<file path="src/rtl/cc_alu_pkg.sv">
package cc_alu_pkg;

    localparam int OP_W   = 5;
    localparam int FUNC_W = 4;
    localparam int CC_W   = 4;

    typedef enum logic [FUNC_W-1:0] {
        FN_ADD    = 4'd0,
        FN_SUB    = 4'd1,
        FN_ADDC   = 4'd2,
        FN_SUBC   = 4'd3,
        FN_AND    = 4'd4,
        FN_OR     = 4'd5,
        FN_XOR    = 4'd6,
        FN_ANDN   = 4'd7,
        FN_ORN    = 4'd8,
        FN_XNOR   = 4'd9,
        FN_TADD   = 4'd10,
        FN_TSUB   = 4'd11,
        FN_TADDT  = 4'd12,
        FN_TSUBT  = 4'd13,
        FN_RSV0   = 4'd14,
        FN_RSV1   = 4'd15
    } alu_func_e;

    typedef enum logic [1:0] {
        LG_AND = 2'd0,
        LG_OR  = 2'd1,
        LG_XOR = 2'd2
    } logic_kind_e;

    typedef enum logic [1:0] {
        CI_ZERO = 2'd0,
        CI_ONE  = 2'd1,
        CI_FLAG = 2'd2,
        CI_NFLG = 2'd3
    } cin_sel_e;

endpackage

</file>
<file path="src/rtl/cc_alu_addsub.sv">
module cc_alu_addsub #(
    parameter int DATA_W = 64,
    parameter int LO_W   = 32
) (
    input  logic [DATA_W-1:0] a_i,
    input  logic [DATA_W-1:0] b_i,
    input  logic              invert_b_i,
    input  logic              cbit_i,
    output logic [DATA_W-1:0] sum_o,
    output logic [DATA_W-1:0] bx_o,
    output logic [1:0]        cout_o
);
    localparam int HI_W = DATA_W - LO_W;

    logic [LO_W:0] lo_sum;
    logic [HI_W:0] hi_sum;

    always_comb begin
        bx_o   = invert_b_i ? ~b_i : b_i;
        lo_sum = {1'b0, a_i[LO_W-1:0]} + {1'b0, bx_o[LO_W-1:0]} + {{LO_W{1'b0}}, cbit_i};
        hi_sum = {1'b0, a_i[DATA_W-1:LO_W]} + {1'b0, bx_o[DATA_W-1:LO_W]}
               + {{HI_W{1'b0}}, lo_sum[LO_W]};
        sum_o  = {hi_sum[HI_W-1:0], lo_sum[LO_W-1:0]};
        cout_o = {hi_sum[HI_W], lo_sum[LO_W]};
    end
endmodule

</file>
<file path="src/rtl/cc_alu_logic.sv">
module cc_alu_logic
    import cc_alu_pkg::*;
#(
    parameter int DATA_W = 64
) (
    input  logic [DATA_W-1:0] a_i,
    input  logic [DATA_W-1:0] b_i,
    input  logic_kind_e       kind_i,
    input  logic              invert_b_i,
    output logic [DATA_W-1:0] res_o
);
    logic [DATA_W-1:0] bsel;

    always_comb begin
        bsel = invert_b_i ? ~b_i : b_i;
        unique case (kind_i)
            LG_AND:  res_o = a_i & bsel;
            LG_OR:   res_o = a_i | bsel;
            LG_XOR:  res_o = a_i ^ bsel;
            default: res_o = '0;
        endcase
    end
endmodule

</file>
<file path="src/rtl/cc_alu_flags.sv">
module cc_alu_flags
    import cc_alu_pkg::*;
#(
    parameter int DATA_W = 64,
    parameter int LO_W   = 32
) (
    input  logic [DATA_W-1:0] res_i,
    input  logic [DATA_W-1:0] a_i,
    input  logic [DATA_W-1:0] bx_i,
    input  logic              arith_i,
    input  logic [1:0]        carry_i,
    input  logic              tag_ovf_i,
    output logic [CC_W-1:0]   cc_lo_o,
    output logic [CC_W-1:0]   cc_hi_o
);
    logic [1:0][CC_W-1:0] cc;

    for (genvar k = 0; k < 2; k++) begin : g_width
        localparam int WK = (k == 0) ? LO_W : DATA_W;
        logic n_f, z_f, v_f, extra;
        assign n_f   = res_i[WK-1];
        assign z_f   = ~|res_i[WK-1:0];
        assign extra = (k == 0) ? tag_ovf_i : 1'b0;
        assign v_f   = (arith_i && (a_i[WK-1] == bx_i[WK-1]) && (res_i[WK-1] != a_i[WK-1]))
                     || extra;
        assign cc[k] = {n_f, z_f, v_f, carry_i[k]};
    end

    assign cc_lo_o = cc[0];
    assign cc_hi_o = cc[1];
endmodule

</file>
<file path="src/rtl/cc_alu.sv">
module cc_alu
    import cc_alu_pkg::*;
#(
    parameter int DATA_W = 64,
    parameter int LO_W   = 32
) (
    input  logic [OP_W-1:0]   op_i,
    input  logic [DATA_W-1:0] a_i,
    input  logic [DATA_W-1:0] b_i,
    input  logic              carry_in_i,
    output logic [DATA_W-1:0] result_o,
    output logic [CC_W-1:0]   cc_lo_o,
    output logic [CC_W-1:0]   cc_hi_o,
    output logic              cc_we_o,
    output logic              tag_trap_o
);
    alu_func_e   func;
    logic        is_arith, is_sub, is_tag, is_trapping, is_logic, neg_b;
    cin_sel_e    cin_sel;
    logic_kind_e lkind;
    logic        cbit, tag_ovf;
    logic [DATA_W-1:0] sum, bx, lres;
    logic [1:0]  cout, carry_flags;
    logic [CC_W-1:0] cc_lo_raw;

    assign func = alu_func_e'(op_i[FUNC_W-1:0]);

    // Decode: one named branch per function code.
    always_comb begin
        is_arith    = 1'b0;
        is_sub      = 1'b0;
        is_tag      = 1'b0;
        is_trapping = 1'b0;
        is_logic    = 1'b0;
        neg_b       = 1'b0;
        cin_sel     = CI_ZERO;
        lkind       = LG_AND;
        unique case (func)
            FN_ADD:   is_arith = 1'b1;
            FN_SUB:   begin is_arith = 1'b1; is_sub = 1'b1; cin_sel = CI_ONE; end
            FN_ADDC:  begin is_arith = 1'b1; cin_sel = CI_FLAG; end
            FN_SUBC:  begin is_arith = 1'b1; is_sub = 1'b1; cin_sel = CI_NFLG; end
            FN_AND:   begin is_logic = 1'b1; lkind = LG_AND; end
            FN_OR:    begin is_logic = 1'b1; lkind = LG_OR; end
            FN_XOR:   begin is_logic = 1'b1; lkind = LG_XOR; end
            FN_ANDN:  begin is_logic = 1'b1; lkind = LG_AND; neg_b = 1'b1; end
            FN_ORN:   begin is_logic = 1'b1; lkind = LG_OR;  neg_b = 1'b1; end
            FN_XNOR:  begin is_logic = 1'b1; lkind = LG_XOR; neg_b = 1'b1; end
            FN_TADD:  begin is_arith = 1'b1; is_tag = 1'b1; end
            FN_TSUB:  begin is_arith = 1'b1; is_tag = 1'b1; is_sub = 1'b1; cin_sel = CI_ONE; end
            FN_TADDT: begin is_arith = 1'b1; is_tag = 1'b1; is_trapping = 1'b1; end
            FN_TSUBT: begin is_arith = 1'b1; is_tag = 1'b1; is_trapping = 1'b1;
                            is_sub = 1'b1; cin_sel = CI_ONE; end
            FN_RSV0, FN_RSV1: ;
            default: ;
        endcase
    end

    always_comb begin
        unique case (cin_sel)
            CI_ZERO: cbit = 1'b0;
            CI_ONE:  cbit = 1'b1;
            CI_FLAG: cbit = carry_in_i;
            CI_NFLG: cbit = ~carry_in_i;
            default: cbit = 1'b0;
        endcase
    end

    cc_alu_addsub #(.DATA_W(DATA_W), .LO_W(LO_W)) u_addsub (
        .a_i        (a_i),
        .b_i        (b_i),
        .invert_b_i (is_sub),
        .cbit_i     (cbit),
        .sum_o      (sum),
        .bx_o       (bx),
        .cout_o     (cout)
    );

    cc_alu_logic #(.DATA_W(DATA_W)) u_logic (
        .a_i        (a_i),
        .b_i        (b_i),
        .kind_i     (lkind),
        .invert_b_i (neg_b),
        .res_o      (lres)
    );

    always_comb begin
        if (is_arith)      result_o = sum;
        else if (is_logic) result_o = lres;
        else               result_o = '0;
        carry_flags = is_arith ? (cout ^ {2{is_sub}}) : 2'b00;
        tag_ovf     = is_tag && ((|a_i[1:0]) || (|b_i[1:0]));
    end

    cc_alu_flags #(.DATA_W(DATA_W), .LO_W(LO_W)) u_flags (
        .res_i     (result_o),
        .a_i       (a_i),
        .bx_i      (bx),
        .arith_i   (is_arith),
        .carry_i   (carry_flags),
        .tag_ovf_i (tag_ovf),
        .cc_lo_o   (cc_lo_raw),
        .cc_hi_o   (cc_hi_o)
    );

    assign cc_lo_o    = cc_lo_raw;
    assign tag_trap_o = is_trapping && cc_lo_raw[1];
    assign cc_we_o    = (op_i[OP_W-1] || is_tag) && !tag_trap_o && (is_arith || is_logic);
endmodule

</file>
<file path="config.mk">
export PLATFORM = sky130hd
export DESIGN_NAME = cc_alu
export DESIGN_NICKNAME = d
export VERILOG_FILES = /design/src/rtl/cc_alu_pkg.sv /design/src/rtl/cc_alu_addsub.sv /design/src/rtl/cc_alu_logic.sv /design/src/rtl/cc_alu_flags.sv /design/src/rtl/cc_alu.sv
export SDC_FILE = /design/constraint.sdc
export NUM_CORES = 1
export LEC_CHECK = 0
export BUFFER_PORTS_ARGS = -buffer_cell sky130_fd_sc_hd__buf_4
export CORE_ASPECT_RATIO = 0.5
export CORE_MARGIN = 1.5
export CORE_UTILIZATION = 30
export DETAILED_ROUTE_END_ITERATION = 12
export GPL_TIMING_DRIVEN = 0
export MAX_ROUTING_LAYER = met4
export PLACE_DENSITY = 0.55
export SYNTH_ARGS = -nofsm -noshare
export SYNTH_HDL_FRONTEND = slang
export SYNTH_SLANG_ARGS = --single-unit
</file>
<file path="constraint.sdc">
create_clock -name vclk -period 9.6
set_input_delay 1.44 -clock vclk [all_inputs]
set_output_delay 1.44 -clock vclk [all_outputs]
set_load 0.01 [all_outputs]
</file>
-- Yosys cells after proc, flatten, opt, wreduce, memory -nomap -nowiden
Cells that the tools add are included.
- eq/ne operators: 22
- bitwise gates (word level): 6
- multiplexer cells: 15
- reduce and logical (&&, ||, !) cells: 31
- $add $sub $neg: 4
- operators by type and width (kind ; count):
    $mux W64 ; 4
    $pmux W64 S3 ; 1
    $add A32 B32 Y33 ; 2
    $add A33 B1 Y33 ; 2
    $and A64 B64 Y64 ; 1
    $not A64 Y64 ; 1
    $or A64 B64 Y64 ; 1
    $reduce_or A64 Y1 ; 1
    $xor A64 B64 Y64 ; 1
    $reduce_or A32 Y1 ; 1
    $eq A4 B4 Y1 const B ; 6
    $eq A4 B3 Y1 const B ; 4
    $reduce_or A2 Y1 ; 5
    $eq A4 B2 Y1 const B ; 2
    $logic_and A1 B1 Y1 ; 8
    $reduce_or A4 Y1 ; 2
    $reduce_or A8 Y1 ; 1
    $eq A2 B2 Y1 const B ; 3
    $mux W1 ; 6
    $pmux W2 S3 ; 1
    $reduce_or A3 Y1 ; 2
    $reduce_or A6 Y1 ; 1
    $eq A2 B1 Y1 const B ; 2
    $eq A4 B1 Y1 const B ; 1
    other kinds (11) ; 19
- input port bits: 134
- output and inout bits: 74
- logic and storage cells: 78
- bits in registers: 0

-- Longest topological paths before layout
- depth after elaboration: 15
- depth in mapped cells: 35
- gate-level depth less buffers: 31

-- Modules after synthesis
A second synthesis with hierarchy kept.
- cell total of the unflattened synthesis: 1181
- area, all modules: 9082.5 µm²
- by module, submodules not included (module ; cells each ; sequential area each (µm²) ; area an instance (µm²) ; instances):
    cc_alu_addsub ; 555 ; 0.0 ; 3981.3 ; 1
    cc_alu_logic ; 477 ; 0.0 ; 3955.0 ; 1
    cc_alu ; 111 ; 0.0 ; 879.6 ; 1
    cc_alu_flags ; 38 ; 0.0 ; 266.5 ; 1

-- Worst setup path after synthesis
OpenSTA, ideal clock, no wires.
- path kind: input to output
- start point: in op_i[1]
- end point: out cc_hi_o[2]
- required time: 8.160 ns
- setup slack: -0.594 ns
- path buffers: 4
- arrival: 8.754 ns
- stages on the path: 33
- path through: and2b_1 xnor2_1 clkbuf_1 buf_1 nand2_1 clkbuf_1 xnor2_1 fa_1 inv_1 fa_1 nand2b_1 a211oi_2 o211ai_1 nand4_1 o221ai_1 o21a_1 nor2b_1 o21ai_0 nand2b_1 fa_1 fa_1 a21o_1 a221oi_2 nor3_1 or3_1 a21o_1 a211o_1 nor4_1 nand4_1 or3_1 nor4_1 and4b_1 buf_4
- cells in the longest elaborated chain, start to end: 10
- elaborated cells on any way between the ends: 49
- those cells by class: 4 x add/sub; 18 x eq/ne; 12 x mux; 3 x bitwise; 12 x reduce/logical
- ends and longest elaborated chain (item ; RTL line ; text):
    start: declaration ; cc_alu.sv:7 ; input logic [OP_W-1:0] op_i,
    $eq A4 B4 Y1 (tied with other cells) ; cc_alu.sv:38 ; unique case (func)
    $reduce_or A4 Y1 (no line) or $reduce_or A3 Y1 (tied branches) ; n/a ;
    $mux W1 or $pmux W2 S3 (tied branches) ; cc_alu.sv:38 ;
    $mux W64 (tied with other cells) ; cc_alu_addsub.sv:19 ; bx_o = invert_b_i ? ~b_i : b_i;
    $add A32 B32 Y33 (tied with other cells) ; cc_alu_addsub.sv:20 ; lo_sum = {1'b0, a_i[LO_W-1:0]} + {1'b0, bx_o[LO_W-1:0]} + {{LO_W{1'b0}}, cbit_i};
    $add A33 B1 Y33 or $pmux W64 S3 (tied branches) ; cc_alu_addsub.sv:20, cc_alu_logic.sv:16 ;
    $add A33 B1 Y33 or $mux W64 (tied branches) ; cc_alu_addsub.sv:22, cc_alu.sv:89 ;
    $mux W64 (*) ; cc_alu.sv:88 ; if (is_arith) result_o = sum;
    via result_o[48] ; cc_alu.sv:11 ; output logic [DATA_W-1:0] result_o,
    $reduce_or A64 Y1 (*) ; cc_alu_flags.sv:22 ; assign z_f = ~|res_i[WK-1:0];
    $logic_not A1 Y1 (*) ; cc_alu_flags.sv:22 ;
    end: declaration ; cc_alu.sv:13 ; output logic [CC_W-1:0] cc_hi_o,
Mark *: on every way through the listed nets, which the timed path passes. The rest lies on a longest branch.

-- Final worst setup path
- start point: in op_i[1]
- end point: out cc_hi_o[2]
- cells in the longest elaborated chain, start to end: 10
- elaborated cells on any way between the ends: 49
- those cells by class: 4 x add/sub; 18 x eq/ne; 12 x mux; 3 x bitwise; 12 x reduce/logical
- ends and longest elaborated chain (item ; RTL line):
    $eq A4 B4 Y1 (tied with other cells) ; cc_alu.sv:38
    $reduce_or A4 Y1 (no line) or $reduce_or A3 Y1 (tied branches) ; n/a
    $mux W1 or $pmux W2 S3 (tied branches) ; cc_alu.sv:38
    $mux W64 (tied with other cells) ; cc_alu_addsub.sv:19
    $add A32 B32 Y33 (tied with other cells) ; cc_alu_addsub.sv:20
    $add A33 B1 Y33 or $pmux W64 S3 (tied branches) ; cc_alu_addsub.sv:20, cc_alu_logic.sv:16
    $add A33 B1 Y33 or $mux W64 (tied branches) ; cc_alu_addsub.sv:22, cc_alu.sv:89
    $mux W64 (*) ; cc_alu.sv:88
    $reduce_or A64 Y1 (*) ; cc_alu_flags.sv:22
    $logic_not A1 Y1 (*) ; cc_alu_flags.sv:22
Every way passes the cells marked *; elsewhere a longest branch is shown, timed or not.

==> flow_summary.json <==
{
  "period_share_pct": 102,
  "grt_overflow_total": 0,
  "antenna_found_initial": 1,
  "dr.max_layer_used": "met4",
  "die_h_um": 129,
  "n_sequential_cell": 0,
  "grtUsageTotal_pct": 24.4,
  "syn-cell-area_um2": 9480,
  "hold_path_end": "cc_we_o",
  "hold_path.class": "in2out",
  "crit_type": "in2out",
  "min_from": "op_i[4]",
  "power_frac_seq_pct": 0,
  "grt_pass1_vias": 10300,
  "wl_met3_um": 2670,
  "clkPwrFrac_pct": 0,
  "swShare_pct": 56.2,
  "hold_viol": 0,
  "power.leakage_nw": 5.86,
  "synth_cell_types": 87,
  "routed_wl_um": 40200,
  "seq_area_frac_synth_pct": 0,
  "io_pins": 208,
  "start_kind": "input pin",
  "grt_pass1_wl_um": 60200,
  "required_ns": 8.16,
  "finalCriticalPeriod_ns": 9.78,
  "layout_commonest_cell": "buf_4",
  "fmax_mhz": 102,
  "core_region_area_um2": 30700,
  "crit_top_cell": "fa_2",
  "power_switching_w": 0.000682,
  "hold_buffers": 0,
  "syn_avg_cell_area_um2": 7.12,
  "drc": 0,
  "fin_nets": 1888,
  "io_buffer_count": 208,
  "grt_max_degree": 18,
  "powerDensity_nw_per_um2": 99.5,
  "report.final.slew_viol_count": 0,
  "hold_slack_ns": 3.26,
  "drtAntennaViolNets": 0,
  "regArea_um2": 0,
  "worst-slew-pin-transition_ns": 1.23,
  "cp_num_buf_inv": 5,
  "status": "finished, violations left",
  "area_growth_pct": 28.7,
  "maxSlewHeadroom_pct": 18.3,
  "violations": "setup timing",
  "worst_slack_ns": -0.176,
  "yosys_warnings": 0,
  "min_path_cells": 4,
  "routedWlPerCell_um": 20.3,
  "post-place-ws_ns": -2.18,
  "synth_nets": 1659,
  "viasPerCell": 5.48,
  "crit_slowest_cell": "or3_4",
  "rsz0062_at_grt": "true",
  "globalplace.congestion": 0.967,
  "critPathCaptureType": "output port",
  "synth_cells": 1331,
  "ir_worst_vdd_v": 0.0000319,
  "internal-power_w": 0.000532,
  "fin_util_pct": 39.8,
  "setup_viol": 1,
  "dp_hpwl_um": 32800,
  "pwr-share-comb_pct": 100.0,
  "die_area_um2": 32700,
  "detail_route.first_pass.iterations": 5,
  "wl_met1_um": 18000,
  "via_count": 10900,
  "drv_cap": 0,
  "drt_iter0_drc": 983,
  "layout_common_cells": "buf_4 (237), ha_1 (188), inv_1 (144)",
  "wl_met2_um": 18600,
  "cp_max_fo": 6,
  "slowest_delay_ns": 0.42,
  "rows": 45,
  "die_w_um": 254,
  "clock_buffers": 0,
  "path_delay_family": "simple AND/OR/NAND/NOR gates",
  "critPathArrivalTime_ns": 8.34,
  "layout-drive-gt1-share_pct": 21.5,
  "initial_core_util_pct": 30.9,
  "cp_num_cells": 33
}
==> metrics by stage <==
step / cells / instance area, um2 / TNS [ns] / power [W]
after floorplan: 1331 / 9510 / 0 / 0.000712
after global placement: 1962 / 11600 / -30.19 / 0.00112
after detailed placement: 1962 / 11600 / -27.32 / 0.00112
after CTS: 1981 / 12000 / -1.08 / 0.00117
after global routing: 1982 / 12200 / -0.426 / 0.00132
final: 1982 / 12200 / -0.176 / 0.00121
==> cells by family after synthesis <==
group                      after synthesis  share of synthesized area [%]
AOI/OAI and AO/OA                      375                           28.1
xor gates and xnor gates               166                           15.4
adders and majority gates              194                           25.9
buffers and inverters                  227                           9.71
muxes                                   12                           1.33
and+or+nand+nor                        357                           19.6
==> layer usage <==
metal	up-vias	track usage (%)
met4	0	5.25
met5	-	-
li1	5262	-
met2	387	40.6
met1	5161	31.4
met3	53	3.40
==> synth_stat cells (11+ instances only) <==
cell        n  area [um2]
nand2b_1   13        81.3
buf_1      11        41.3
o21ai_0    62         310
nand2_1    78         293
xor2_1     17         149
a21oi_1    71         355
or3_1      11        68.8
nand4_1    26         163
nor2b_1    12        75.1
nor3_1     23         115
and2_1     15        93.8
buf_2      16        80.1
inv_1     146         548
nor2_1     96         360
xnor2_1   148        1300
o22ai_1    22         138
clkbuf_1   43         161
a21o_1     31         233
nand3_1    17        85.1
and3_1     11        68.8
ha_1      190        2380
a221oi_1   36         315
==> what timing repair did <==
action | in CTS | in global routing
pin swaps | 31 | 28
buffers inserted | 22 | 5
gates resized for setup | 57 | 39
endpoints found under the setup margin | 31 | 11
==> power by group through the flow <==
| stage | sequential [W] | combinational [W] | clock [W] |
|---|---|---|---|
| detailed placement | 0 | 0.00112 | 0 |
| global route | 0 | 0.00132 | 0.0000000000139 |
| finish | 0 | 0.00121 | 0.0000000000139 |
| global placement | 0 | 0.00112 | 0 |
| floorplan | 0 | 0.000712 | 0 |
| CTS | 0 | 0.00117 | 0 |
==> how the worst max path moves through the flow <==
stage                     startpoint          to  slack (ns)
final                        op_i[1]  cc_hi_o[2]       -0.18
after global routing         op_i[1]  cc_hi_o[2]       -0.31
after floorplan              op_i[1]  cc_hi_o[2]       0.007
after CTS                    op_i[1]  cc_hi_o[2]       -0.53
after global placement       op_i[1]  cc_hi_o[2]       -2.28
after detailed placement     op_i[1]  cc_hi_o[2]       -2.18
==> final cells by class <==
type | count | area, um2
fill | 3294 | 18500
multi-input combinational | 1104 | 8890
timing repair buffer | 235 | 1800
inverter | 147 | 552
tap | 423 | 529
buffer | 72 | 433
antenna | 1 | 2.50
Note: power is estimated with default switching activity, not from simulation.
